==> src/rtl/fdc_seq_pkg.sv <==
package fdc_seq_pkg;

   typedef enum logic [1:0] {
      PH_RECON = 2'd0,
      PH_CMD   = 2'd1,
      PH_EXEC  = 2'd2,
      PH_RES   = 2'd3
   } phase_t;

   typedef enum logic [3:0] {
      K_BAD,
      K_READ,
      K_WRITE,
      K_SPECIFY,
      K_SEEK,
      K_SENSEI,
      K_VERSION,
      K_PARTID,
      K_LOCK
   } cmd_kind_t;

   localparam int MAX_PARAMS  = 8;
   localparam int MAX_RESULTS = 7;
   localparam int PCNT_W      = 4;

   localparam logic [7:0] ST0_INVALID  = 8'h80;
   localparam logic [7:0] ST0_SEEK_END = 8'h20;
   localparam logic [7:0] PART_ID_BYTE = 8'h41;

endpackage

==> src/rtl/fdc_cmd_decode.sv <==
module fdc_cmd_decode
   import fdc_seq_pkg::*;
(
   input  logic [7:0]        opcode,
   output cmd_kind_t         kind,
   output logic [PCNT_W-1:0] nparams
);

   always_comb begin
      if ((opcode & 8'h1f) == 8'h06)       kind = K_READ;
      else if ((opcode & 8'h3f) == 8'h05)  kind = K_WRITE;
      else if (opcode == 8'h03)            kind = K_SPECIFY;
      else if (opcode == 8'h0f)            kind = K_SEEK;
      else if (opcode == 8'h08)            kind = K_SENSEI;
      else if (opcode == 8'h10)            kind = K_VERSION;
      else if (opcode == 8'h18)            kind = K_PARTID;
      else if ((opcode & 8'h7f) == 8'h14)  kind = K_LOCK;
      else                                 kind = K_BAD;
   end

   always_comb begin
      unique case (kind)
         K_READ, K_WRITE:  nparams = PCNT_W'(MAX_PARAMS);
         K_SPECIFY, K_SEEK: nparams = PCNT_W'(2);
         default:          nparams = '0;
      endcase
   end

endmodule

==> src/rtl/fdc_sector_buf.sv <==
module fdc_sector_buf #(
   parameter int SECTOR_LEN = 512,
   parameter int POS_W      = 5
) (
   input  logic             clk,
   input  logic             we,
   input  logic [POS_W-1:0] pos,
   input  logic [7:0]       wdata,
   output logic [7:0]       rdata
);

   localparam int IDX_W = (SECTOR_LEN > 1) ? $clog2(SECTOR_LEN) : 1;
   localparam bit POW2  = ((SECTOR_LEN & (SECTOR_LEN - 1)) == 0);

   logic [IDX_W-1:0] idx;
   logic [7:0]       mem [SECTOR_LEN];

   if (SECTOR_LEN < 2) begin : g_bad_len
      $error("fdc_sector_buf: SECTOR_LEN must be at least 2");
   end

   if (POW2) begin : g_pow2
      assign idx = IDX_W'({{IDX_W{1'b0}}, pos});
   end else begin : g_mod
      assign idx = IDX_W'(32'(pos) % 32'(SECTOR_LEN));
   end

   always_ff @(posedge clk) begin
      if (we) mem[idx] <= wdata;
   end

   assign rdata = mem[idx];

endmodule

==> src/rtl/fdc_seq.sv <==
module fdc_seq
   import fdc_seq_pkg::*;
#(
   parameter int         SECTOR_LEN = 512,
   parameter int         XFER_LEN   = 16,
   parameter logic [7:0] VERSION_ID = 8'h90
) (
   input  logic       clk,
   input  logic       rst_n,
   input  logic       wr_stb,
   input  logic [7:0] wr_byte,
   input  logic       rd_stb,
   output logic [7:0] rd_byte,
   output logic [7:0] status,
   output logic [1:0] phase_o,
   output logic       irq,
   output logic       proto_err
);

   localparam int LEN_MAX = (XFER_LEN > MAX_PARAMS + 1) ? XFER_LEN : MAX_PARAMS + 1;
   localparam int POS_W   = $clog2(LEN_MAX + 1);

   if (XFER_LEN < 1) begin : g_bad_xfer
      $error("fdc_seq: XFER_LEN must be at least 1");
   end

   phase_t           phase_q, phase_d;
   logic [POS_W-1:0] pos_q, pos_d, len_q, len_d;
   logic             busy_q, busy_d, dio_q, dio_d, ndma_q, ndma_d;
   logic             irq_q, irq_d, err_q, err_d;
   logic [7:0]       track_q, track_d, st0_q, st0_d;
   cmd_kind_t        kind_q, kind_d;
   logic [7:0]       prm_q [MAX_PARAMS + 1];
   logic [7:0]       res_q [MAX_RESULTS];
   logic [7:0]       res_d [MAX_RESULTS];
   logic             prm_we;

   cmd_kind_t         dec_kind, kind_now;
   logic [PCNT_W-1:0] dec_np;
   logic [POS_W-1:0]  len_now, pos_nx, res_n;
   logic              rd_ok, wr_ok, bad, enter_cmd, enter_res;
   logic              buf_we;
   logic [7:0]        buf_rdata;

   fdc_cmd_decode u_dec (
      .opcode  (wr_byte),
      .kind    (dec_kind),
      .nparams (dec_np)
   );

   fdc_sector_buf #(
      .SECTOR_LEN (SECTOR_LEN),
      .POS_W      (POS_W)
   ) u_buf (
      .clk   (clk),
      .we    (buf_we),
      .pos   (pos_q),
      .wdata (wr_byte),
      .rdata (buf_rdata)
   );

   assign kind_now = (pos_q == '0) ? dec_kind : kind_q;
   assign len_now  = (pos_q == '0) ? POS_W'(dec_np) + POS_W'(1) : len_q;
   assign pos_nx   = pos_q + POS_W'(1);

   assign rd_ok  = (phase_q == PH_RES) || (phase_q == PH_EXEC && dio_q);
   assign wr_ok  = (phase_q == PH_CMD) || (phase_q == PH_EXEC && !dio_q);
   assign bad    = (rd_stb && !rd_ok) || (wr_stb && !wr_ok);
   assign buf_we = wr_stb && !bad && phase_q == PH_EXEC;

   always_comb begin
      phase_d   = phase_q;
      pos_d     = pos_q;
      len_d     = len_q;
      busy_d    = busy_q;
      dio_d     = dio_q;
      ndma_d    = ndma_q;
      irq_d     = irq_q;
      err_d     = err_q;
      track_d   = track_q;
      st0_d     = st0_q;
      kind_d    = kind_q;
      res_d     = res_q;
      res_n     = POS_W'(1);
      prm_we    = 1'b0;
      enter_cmd = 1'b0;
      enter_res = 1'b0;

      if (bad) begin
         err_d = 1'b1;
      end else begin
         unique case (phase_q)
            PH_CMD: if (wr_stb) begin
               prm_we = 1'b1;
               pos_d  = pos_nx;
               if (pos_q == '0) begin
                  kind_d = dec_kind;
                  len_d  = len_now;
                  busy_d = 1'b1;
               end
               if (pos_nx == len_now) begin
                  unique case (kind_now)
                     K_READ, K_WRITE: begin
                        phase_d = PH_EXEC;
                        pos_d   = '0;
                        len_d   = POS_W'(XFER_LEN);
                        ndma_d  = 1'b1;
                        dio_d   = (kind_now == K_READ);
                     end
                     K_SPECIFY: enter_cmd = 1'b1;
                     K_SEEK: begin
                        track_d   = wr_byte;
                        st0_d     = ST0_SEEK_END | {6'b0, prm_q[1][1:0]};
                        irq_d     = 1'b1;
                        enter_cmd = 1'b1;
                     end
                     K_SENSEI: begin
                        enter_res = 1'b1;
                        if (irq_q) begin
                           res_d[0] = st0_q;
                           res_d[1] = track_q;
                           res_n    = POS_W'(2);
                           irq_d    = 1'b0;
                        end else begin
                           res_d[0] = ST0_INVALID;
                        end
                     end
                     K_VERSION: begin
                        res_d[0]  = VERSION_ID;
                        enter_res = 1'b1;
                     end
                     K_PARTID: begin
                        res_d[0]  = PART_ID_BYTE;
                        enter_res = 1'b1;
                     end
                     K_LOCK: begin
                        res_d[0]  = {3'b0, wr_byte[7], 4'b0};
                        enter_res = 1'b1;
                     end
                     default: begin
                        res_d[0]  = ST0_INVALID;
                        enter_res = 1'b1;
                     end
                  endcase
               end
            end
            PH_EXEC: if (rd_stb || wr_stb) begin
               pos_d = pos_nx;
               if (pos_nx == len_q) begin
                  res_d[0]  = {6'b0, prm_q[1][1:0]};
                  res_d[1]  = 8'h00;
                  res_d[2]  = 8'h00;
                  res_d[3]  = prm_q[2];
                  res_d[4]  = prm_q[3];
                  res_d[5]  = prm_q[4];
                  res_d[6]  = prm_q[5];
                  res_n     = POS_W'(MAX_RESULTS);
                  irq_d     = 1'b1;
                  enter_res = 1'b1;
               end
            end
            PH_RES: if (rd_stb) begin
               pos_d = pos_nx;
               if (pos_nx == len_q) begin
                  irq_d     = 1'b0;
                  enter_cmd = 1'b1;
               end
            end
            default: enter_cmd = 1'b1;
         endcase
      end

      if (enter_cmd) begin
         phase_d = PH_CMD;
         pos_d   = '0;
         len_d   = POS_W'(1);
         busy_d  = 1'b0;
         dio_d   = 1'b0;
         ndma_d  = 1'b0;
      end
      if (enter_res) begin
         phase_d = PH_RES;
         pos_d   = '0;
         len_d   = res_n;
         busy_d  = 1'b1;
         dio_d   = 1'b1;
         ndma_d  = 1'b0;
      end
   end

   always_ff @(posedge clk) begin
      if (!rst_n) begin
         phase_q <= PH_CMD;
         pos_q   <= '0;
         len_q   <= POS_W'(1);
         busy_q  <= 1'b0;
         dio_q   <= 1'b0;
         ndma_q  <= 1'b0;
         irq_q   <= 1'b0;
         err_q   <= 1'b0;
         track_q <= '0;
         st0_q   <= '0;
         kind_q  <= K_BAD;
         for (int i = 0; i < MAX_RESULTS; i++) res_q[i] <= '0;
         for (int i = 0; i <= MAX_PARAMS; i++) prm_q[i] <= '0;
      end else begin
         phase_q <= phase_d;
         pos_q   <= pos_d;
         len_q   <= len_d;
         busy_q  <= busy_d;
         dio_q   <= dio_d;
         ndma_q  <= ndma_d;
         irq_q   <= irq_d;
         err_q   <= err_d;
         track_q <= track_d;
         st0_q   <= st0_d;
         kind_q  <= kind_d;
         res_q   <= res_d;
         if (prm_we && pos_q <= POS_W'(MAX_PARAMS)) prm_q[pos_q] <= wr_byte;
      end
   end

   always_comb begin
      if (phase_q == PH_RES)              rd_byte = res_q[pos_q[2:0]];
      else if (phase_q == PH_EXEC && dio_q) rd_byte = buf_rdata;
      else                                rd_byte = 8'h00;
   end

   assign status    = {phase_q != PH_RECON, dio_q, ndma_q, busy_q, 4'b0000};
   assign phase_o   = phase_q;
   assign irq       = irq_q;
   assign proto_err = err_q;

endmodule

==> config.mk <==
export PLATFORM = sky130hd
export DESIGN_NAME = fdc_seq
export DESIGN_NICKNAME = d
export VERILOG_FILES = /design/src/rtl/fdc_seq_pkg.sv /design/src/rtl/fdc_cmd_decode.sv /design/src/rtl/fdc_sector_buf.sv /design/src/rtl/fdc_seq.sv
export SDC_FILE = /design/constraint.sdc
export NUM_CORES = 1
export LEC_CHECK = 0
export ABC_AREA = 1
export ABC_CLOCK_PERIOD_IN_PS = 6100
export CAP_MARGIN = 20
export CORE_MARGIN = 2
export CORE_UTILIZATION = 55
export CTS_CLUSTER_DIAMETER = 60
export DETAILED_ROUTE_END_ITERATION = 12
export PLACE_DENSITY = 0.7
export SKIP_CTS_REPAIR_TIMING = 1
export SLEW_MARGIN = 20
export SYNTH_ARGS = -nofsm -noshare
export SYNTH_HDL_FRONTEND = slang
export SYNTH_HIERARCHICAL = 1
export SYNTH_MEMORY_MAX_BITS = 65536
export SYNTH_SLANG_ARGS = --single-unit
==> constraint.sdc <==
create_clock -name clk -period 6.1 [get_ports clk]
set_clock_uncertainty 0.2 [all_clocks]
set_input_delay 1.22 -clock clk [delete_from_list [all_inputs] [get_ports clk]]
set_output_delay 1.22 -clock clk [all_outputs]
set_load 0.05 [all_outputs]
==> flow_summary.json, run 1 <==
{
  "status": "finished, final reports clean",
  "portBuffers": 27,
  "clock_latency_ns": 0.53,
  "final_cells": 2279,
  "grt_pass1_vias": 11960,
  "cts_htree_levels": 2,
  "top_usage_layer": "met2",
  "core_sq_um": 30500,
  "drc_errors": 0,
  "clkTransAtPathRegs_ns": 0.06,
  "seq_area_frac_synth": 0.606,
  "firstDrtPassIters": 5,
  "cts_max_path_buffers": 3,
  "placed_cells": 2211,
  "layout_min_cycle_time_ns": 5.01,
  "drive_gt1_frac": 0.0839,
  "crit_chain": "inv_4, buf_4, nand2_1, nand2_1, nand2_1, nand3_1, nand2_1, nand2_1, nor2_1, nor2_1, inv_1, o32ai_1, buf_4",
  "fin_crit_sh": 0.821,
  "crit_arrival_ns": 3.59,
  "synthArstFlopShare": 0,
  "worstSetupPathType": "reg -> out",
  "drt_iter0_markers": 1573,
  "syn_inst": 1855,
  "setup_tns_ns": 0,
  "critical_path_required_ns": 4.68,
  "antenna_found_initial": 0,
  "die_area_sq_um": 32300,
  "clock_sinks": 368,
  "yosysTopAreaCell": "edfxtp_1",
  "maxSlewViolCount": 0,
  "netlist_top_cells_area": "edfxtp_1, nand2_1, dfxtp_1, nor2_1, inv_1",
  "ioPinCount": 32,
  "rr_startpoint": "pos_q[1]$_SDFFE_PP0P_",
  "vias": 12707,
  "nNetsFinal": 1877,
  "powerDensity_nw_per_um2": 311,
  "global_route.usage.met3": 0.0338,
  "synth_top_area_share": 0.514,
  "hold_viol": 0,
  "holdCritPathClass": "reg -> reg",
  "drt_wl_total_mm": 41.7,
  "areaGrowthSynthToFinish_pct": 9.53,
  "grt_usage": 0.257,
  "die_y_microns": 180,
  "cp_max_fo": 79,
  "start_util": 0.556,
  "maxCapViolations": 0,
  "cts_buffers": 38,
  "synth.avg_cell_area_sq_um": 9.14,
  "crit_path_frequent_cell": "nand2_1",
  "max_stage_delay_ns": 0.71,
  "critPathLaunch": "pos_q[0]$_SDFFE_PP0P_",
  "antenna_cells": 0,
  "cp_slowest_cell": "inv_4",
  "synth_area_sq_um": 17000,
  "vdd_drop_max_uv": 235,
  "hpwl_mm": 26.3,
  "worst_pin_slew_ns": 0.940,
  "synthDistinctLibCells": 48,
  "grtUsageMet2": 0.411,
  "slew-limit-headroom": 0.371,
  "grt_max_degree": 80,
  "synth_edf_count": 290,
  "ys_warn_count": 6,
  "rsz0062_at_grt": "no",
  "die_w_microns": 180,
  "use_met1": 0.370,
  "cts_tree": "yes",
  "ys_ff_latch": 368,
  "std_cell_rows": 64,
  "fmax_mhz": 200,
  "routedWlPerCell_microns": 18.3,
  "min_from": "res_q[8]$_SDFFE_PN0P_",
  "via_per_inst": 5.58,
  "place_congestion": 0.904,
  "grt_first_pass_wirelength_mm": 65.7,
  "setup_violations": 0,
  "cts_root_buffer": "clkbuf_16",
  "synth-main-ff-cell": "edfxtp_1",
  "grt.overflow.total": 0,
  "endpoint_kind": "output pin",
  "drtAntennaViolNets": 0,
  "startpoint_type": "flip-flop",
  "p_leak_nw": 7.63
}
[state kept, by name, summed over array words and instances (netlist names), 3 cells and up]
register   cells
u_buf/mem    256
res_q         46
prm_q         34
track_q        8
len_q          5
pos_q          5
kind_q         4
st0_q          3
[placed cells by master, fill, tap and decap left out, types with 6 or more instances in the layout]
master,Yosys,final
a211oi_1,6,6
a21oi_1,68,68
a221oi_1,11,11
buf_4,21,31
clkbuf_1,27,10
clkbuf_16,0,39
clkdlybuf4s50_1,0,19
clkinv_1,1,6
clkinv_2,2,7
conb_1,2,6
dfxtp_1,78,76
edfxtp_1,290,290
ha_1,10,10
inv_1,119,118
inv_2,11,11
nand2_1,755,755
nand2_2,14,14
nand3_1,67,67
nand3_2,9,9
nor2_1,180,179
nor2_4,7,7
nor3_1,8,8
o21ai_0,58,58
o21ai_1,12,12
[cell usage after synthesis (4+ instances only)]
cell type	n
a21oi_1	68
nand3_1	67
buf_2	27
nand4_1	5
buf_6	14
edfxtp_1	290
a211oi_1	6
buf_4	21
nor2_1	180
nand2_4	4
inv_2	11
o21ai_1	12
o21ai_0	58
nor3_1	8
clkbuf_1	27
nor2_4	7
a221oi_1	11
a211oi_2	4
inv_1	119
o32ai_1	5
ha_1	10
nand2_2	14
nand2_1	755
o22ai_1	4
nand3_2	9
dfxtp_1	78
buf_1	4
[per-layer routing]
layer | share of wire | wire length, microns | up-vias
met3 | 0.078 | 3250 | 81
met5 | 0 | 0 | -
met4 | 0.027 | 1140 | 0
met1 | 0.43 | 17900 | 6080
li1 | - | - | 6034
met2 | 0.47 | 19400 | 512
[layout make-up]
cell class / instances / area, sq um
Tap cell: 396 / 495
Multi-Input combinational cell: 1261 / 5600
Timing Repair Buffer: 50 / 423
Clock buffer: 53 / 1070
Sequential cell: 368 / 10300
Fill cell: 2488 / 11900
Clock inverter: 15 / 189
Inverter: 136 / 520
[metrics by stage]
step	hold slack (ns)	total power, mW	area, sq um	setup WS, ns	util
after floorplan	0.224	3.30	17000	2.21	-
after global placement	0.242	3.47	17300	1.52	0.567
after detailed placement	0.245	3.48	17300	1.44	0.568
after CTS	0.254	5.79	18600	1.15	0.609
after global routing	0.266	5.97	18600	0.970	0.609
final	0.255	5.77	18600	1.09	0.609
[cell families after synthesis]
| logic type | synth area share |
|---|---|
| adder cells (fa/ha/maj) | 0.00738 |
| buffers and inverters | 0.0650 |
| flip-flops | 0.606 |
| AND/OR/NAND/NOR | 0.258 |
| other | 0.000443 |
| AO/OA/AOI/OAI | 0.0637 |
[critical path: cells and delay by family (launching register included)]
family          cells  cell delay (ns)
flops               1             0.54
buf+inv             4             1.45
simple gates        8             0.83
compound gates      1             0.20
[worst paths after layout]
check | endpoint | slack, ns | cells after the start
worst min-delay path | res_q[8]$_SDFFE_PN0P_ | 0.25 | 2
worst min register to register | res_q[8]$_SDFFE_PN0P_ | 0.25 | 2
worst max-delay path | rd_byte[6] | 1.09 | 13
worst max register to register | res_q[18]$_SDFFE_PN0P_ | 2.25 | 15
[report_power, final]
part           total (mW)  internal, mW  switching, mW
clock                2.34          1.40          0.938
combinational       0.682         0.184          0.498
sequential           2.75          2.72         0.0301
Note: power is estimated with default switching activity, not from simulation.
==> run 2, diff against run 1 <==
- ABC_CLOCK_PERIOD_IN_PS: 6100 -> 4180
- PLACE_DENSITY: 0.7 -> 0.72
- clock period: 6.1 -> 4.18 ns (I/O delays scaled with it)
==> flow_summary.json, run 2 (synthesis gave the netlist of run 1 again) <==
{
  "finalWorstSetupSlack_ns": 0.100,
  "cts_root_buffer": "clkbuf_16",
  "clkTransAtPathRegs_ns": 0.06,
  "worstSetupPathType": "reg -> out",
  "slew-limit-headroom": 0.454,
  "total_power_mw": 8.34,
  "startpoint_type": "flip-flop",
  "hpwl_mm": 28.1,
  "antenna_found_initial": 0,
  "std_cell_rows": 64,
  "core_sq_um": 30500,
  "maxCapViolations": 0,
  "clock_sinks": 368,
  "critical_path_required_ns": 3.14,
  "status": "finished, final reports clean",
  "drc_errors": 0,
  "grt.overflow.total": 0,
  "vias": 12910,
  "cts_tree": "yes",
  "fmax_mhz": 245,
  "p_leak_nw": 7.88,
  "fin_crit_sh": 0.976,
  "grt_pass1_vias": 12456,
  "antenna_cells": 0,
  "place_congestion": 0.955,
  "rsz0062_at_grt": "yes",
  "final_common_cell": "nand2_1",
  "largest_reg_flops": 256,
  "setup_violations": 0,
  "crit_arrival_ns": 3.04,
  "die_w_microns": 180,
  "largest_registers": "u_buf/mem: 256 flops, res_q: 46 flops, prm_q: 34 flops",
  "nNetsFinal": 1923,
  "clock_latency_ns": 0.53,
  "powerDensity_nw_per_um2": 439,
  "portBuffers": 27,
  "grt_usage": 0.269,
  "top_register": "u_buf/mem",
  "hold_viol": 0,
  "design_area_sq_um": 19000,
  "drt_iter0_markers": 1351,
  "endpoint_kind": "output pin",
  "rr_worst_depth": 10,
  "drive_gt1_frac": 0.103,
  "final_cell_mix": "nand2_1, edfxtp_1, nor2_1, inv_1, dfxtp_1",
  "cts_buffers": 40,
  "final_cells": 2329,
  "drtAntennaViolNets": 0,
  "cp_max_fo": 35,
  "vdd_drop_max_uv": 308,
  "worst_pin_slew_ns": 0.818,
  "layout_min_cycle_time_ns": 4.08,
  "cts_htree_levels": 2,
  "firstDrtPassIters": 6,
  "areaGrowthSynthToFinish_pct": 12.1,
  "holdCritPathClass": "reg -> reg",
  "routedWlPerCell_microns": 18.7,
  "via_per_inst": 5.54,
  "drt_wl_total_mm": 43.5,
  "cts_max_path_buffers": 3,
  "placed_cells": 2254,
  "die_area_sq_um": 32300,
  "hold_path_depth": 2,
  "die_y_microns": 180,
  "fillers": 2480,
  "start_util": 0.556,
  "grt_first_pass_wirelength_mm": 68.5,
  "placed_area_sq_um": 17800,
  "preCtsSetupSlack_ns": 0.173,
  "ioPinCount": 32,
  "grt_max_degree": 82,
  "maxSlewViolCount": 0
}
[run 2: metal layers]
layer | vias up | wire length [microns] | global-route usage
li1 | 6134 | - | -
met1 | 6137 | 17700 | 0.361
met5 | - | 0 | 0
met3 | 83 | 3550 | 0.0413
met2 | 556 | 21100 | 0.450
met4 | 0 | 1220 | 0.0911
[run 2: critical path, stage by stage (launching register included)]
cell and delay (ns):
dfxtp_4 0.57, buf_4 0.43, nor2_1 0.09, buf_4 0.25
nand2_1 0.09, nand2_1 0.06, o21ai_1 0.16, nand2_1 0.12
nor2_1 0.16, nor2_1 0.06, inv_1 0.13, o22ai_1 0.16
buf_12 0.20
[run 2: area by class of cell]
| type | instances | area [sq um] | area share |
|---|---|---|---|
| Multi-Input combinational cell | 1261 | 5600 | 0.295 |
| Clock inverter | 19 | 126 | 0.00665 |
| Sequential cell | 368 | 10300 | 0.541 |
| Tap cell | 396 | 495 | 0.0261 |
| Timing Repair Buffer | 94 | 906 | 0.0477 |
| Clock buffer | 55 | 1080 | 0.0568 |
| Inverter | 136 | 520 | 0.0274 |
[run 2: path summary, 6_finish.rpt]
path,start,endpoint,slack [ns]
setup / recovery,pos_q[0]$_SDFFE_PP0P_,rd_byte[2],0.1
hold / removal,res_q[22]$_SDFFE_PN0P_,res_q[22]$_SDFFE_PN0P_,0.25
setup reg to reg,phase_o[0]$_SDFFE_PP1P_,prm_q[3][2]$_SDFFCE_PN0P_,0.42
hold reg to reg,res_q[22]$_SDFFE_PN0P_,res_q[22]$_SDFFE_PN0P_,0.25
[run 2: through the flow]
step / hold WS (ns) / utilization / setup TNS (ns)
floorplan: 0.224 / - / 0
global placement: 0.238 / 0.583 / 0
detailed placement: 0.246 / 0.583 / 0
CTS: 0.253 / 0.622 / -0.596
global route: 0.262 / 0.623 / -0.0732
finish: 0.253 / 0.623 / 0
[run 2: report_power, final]
group	internal (mW)	total (mW)	switching [mW]
clock network	1.88	3.29	1.41
logic	0.287	1.04	0.753
registers	3.97	4.01	0.0373
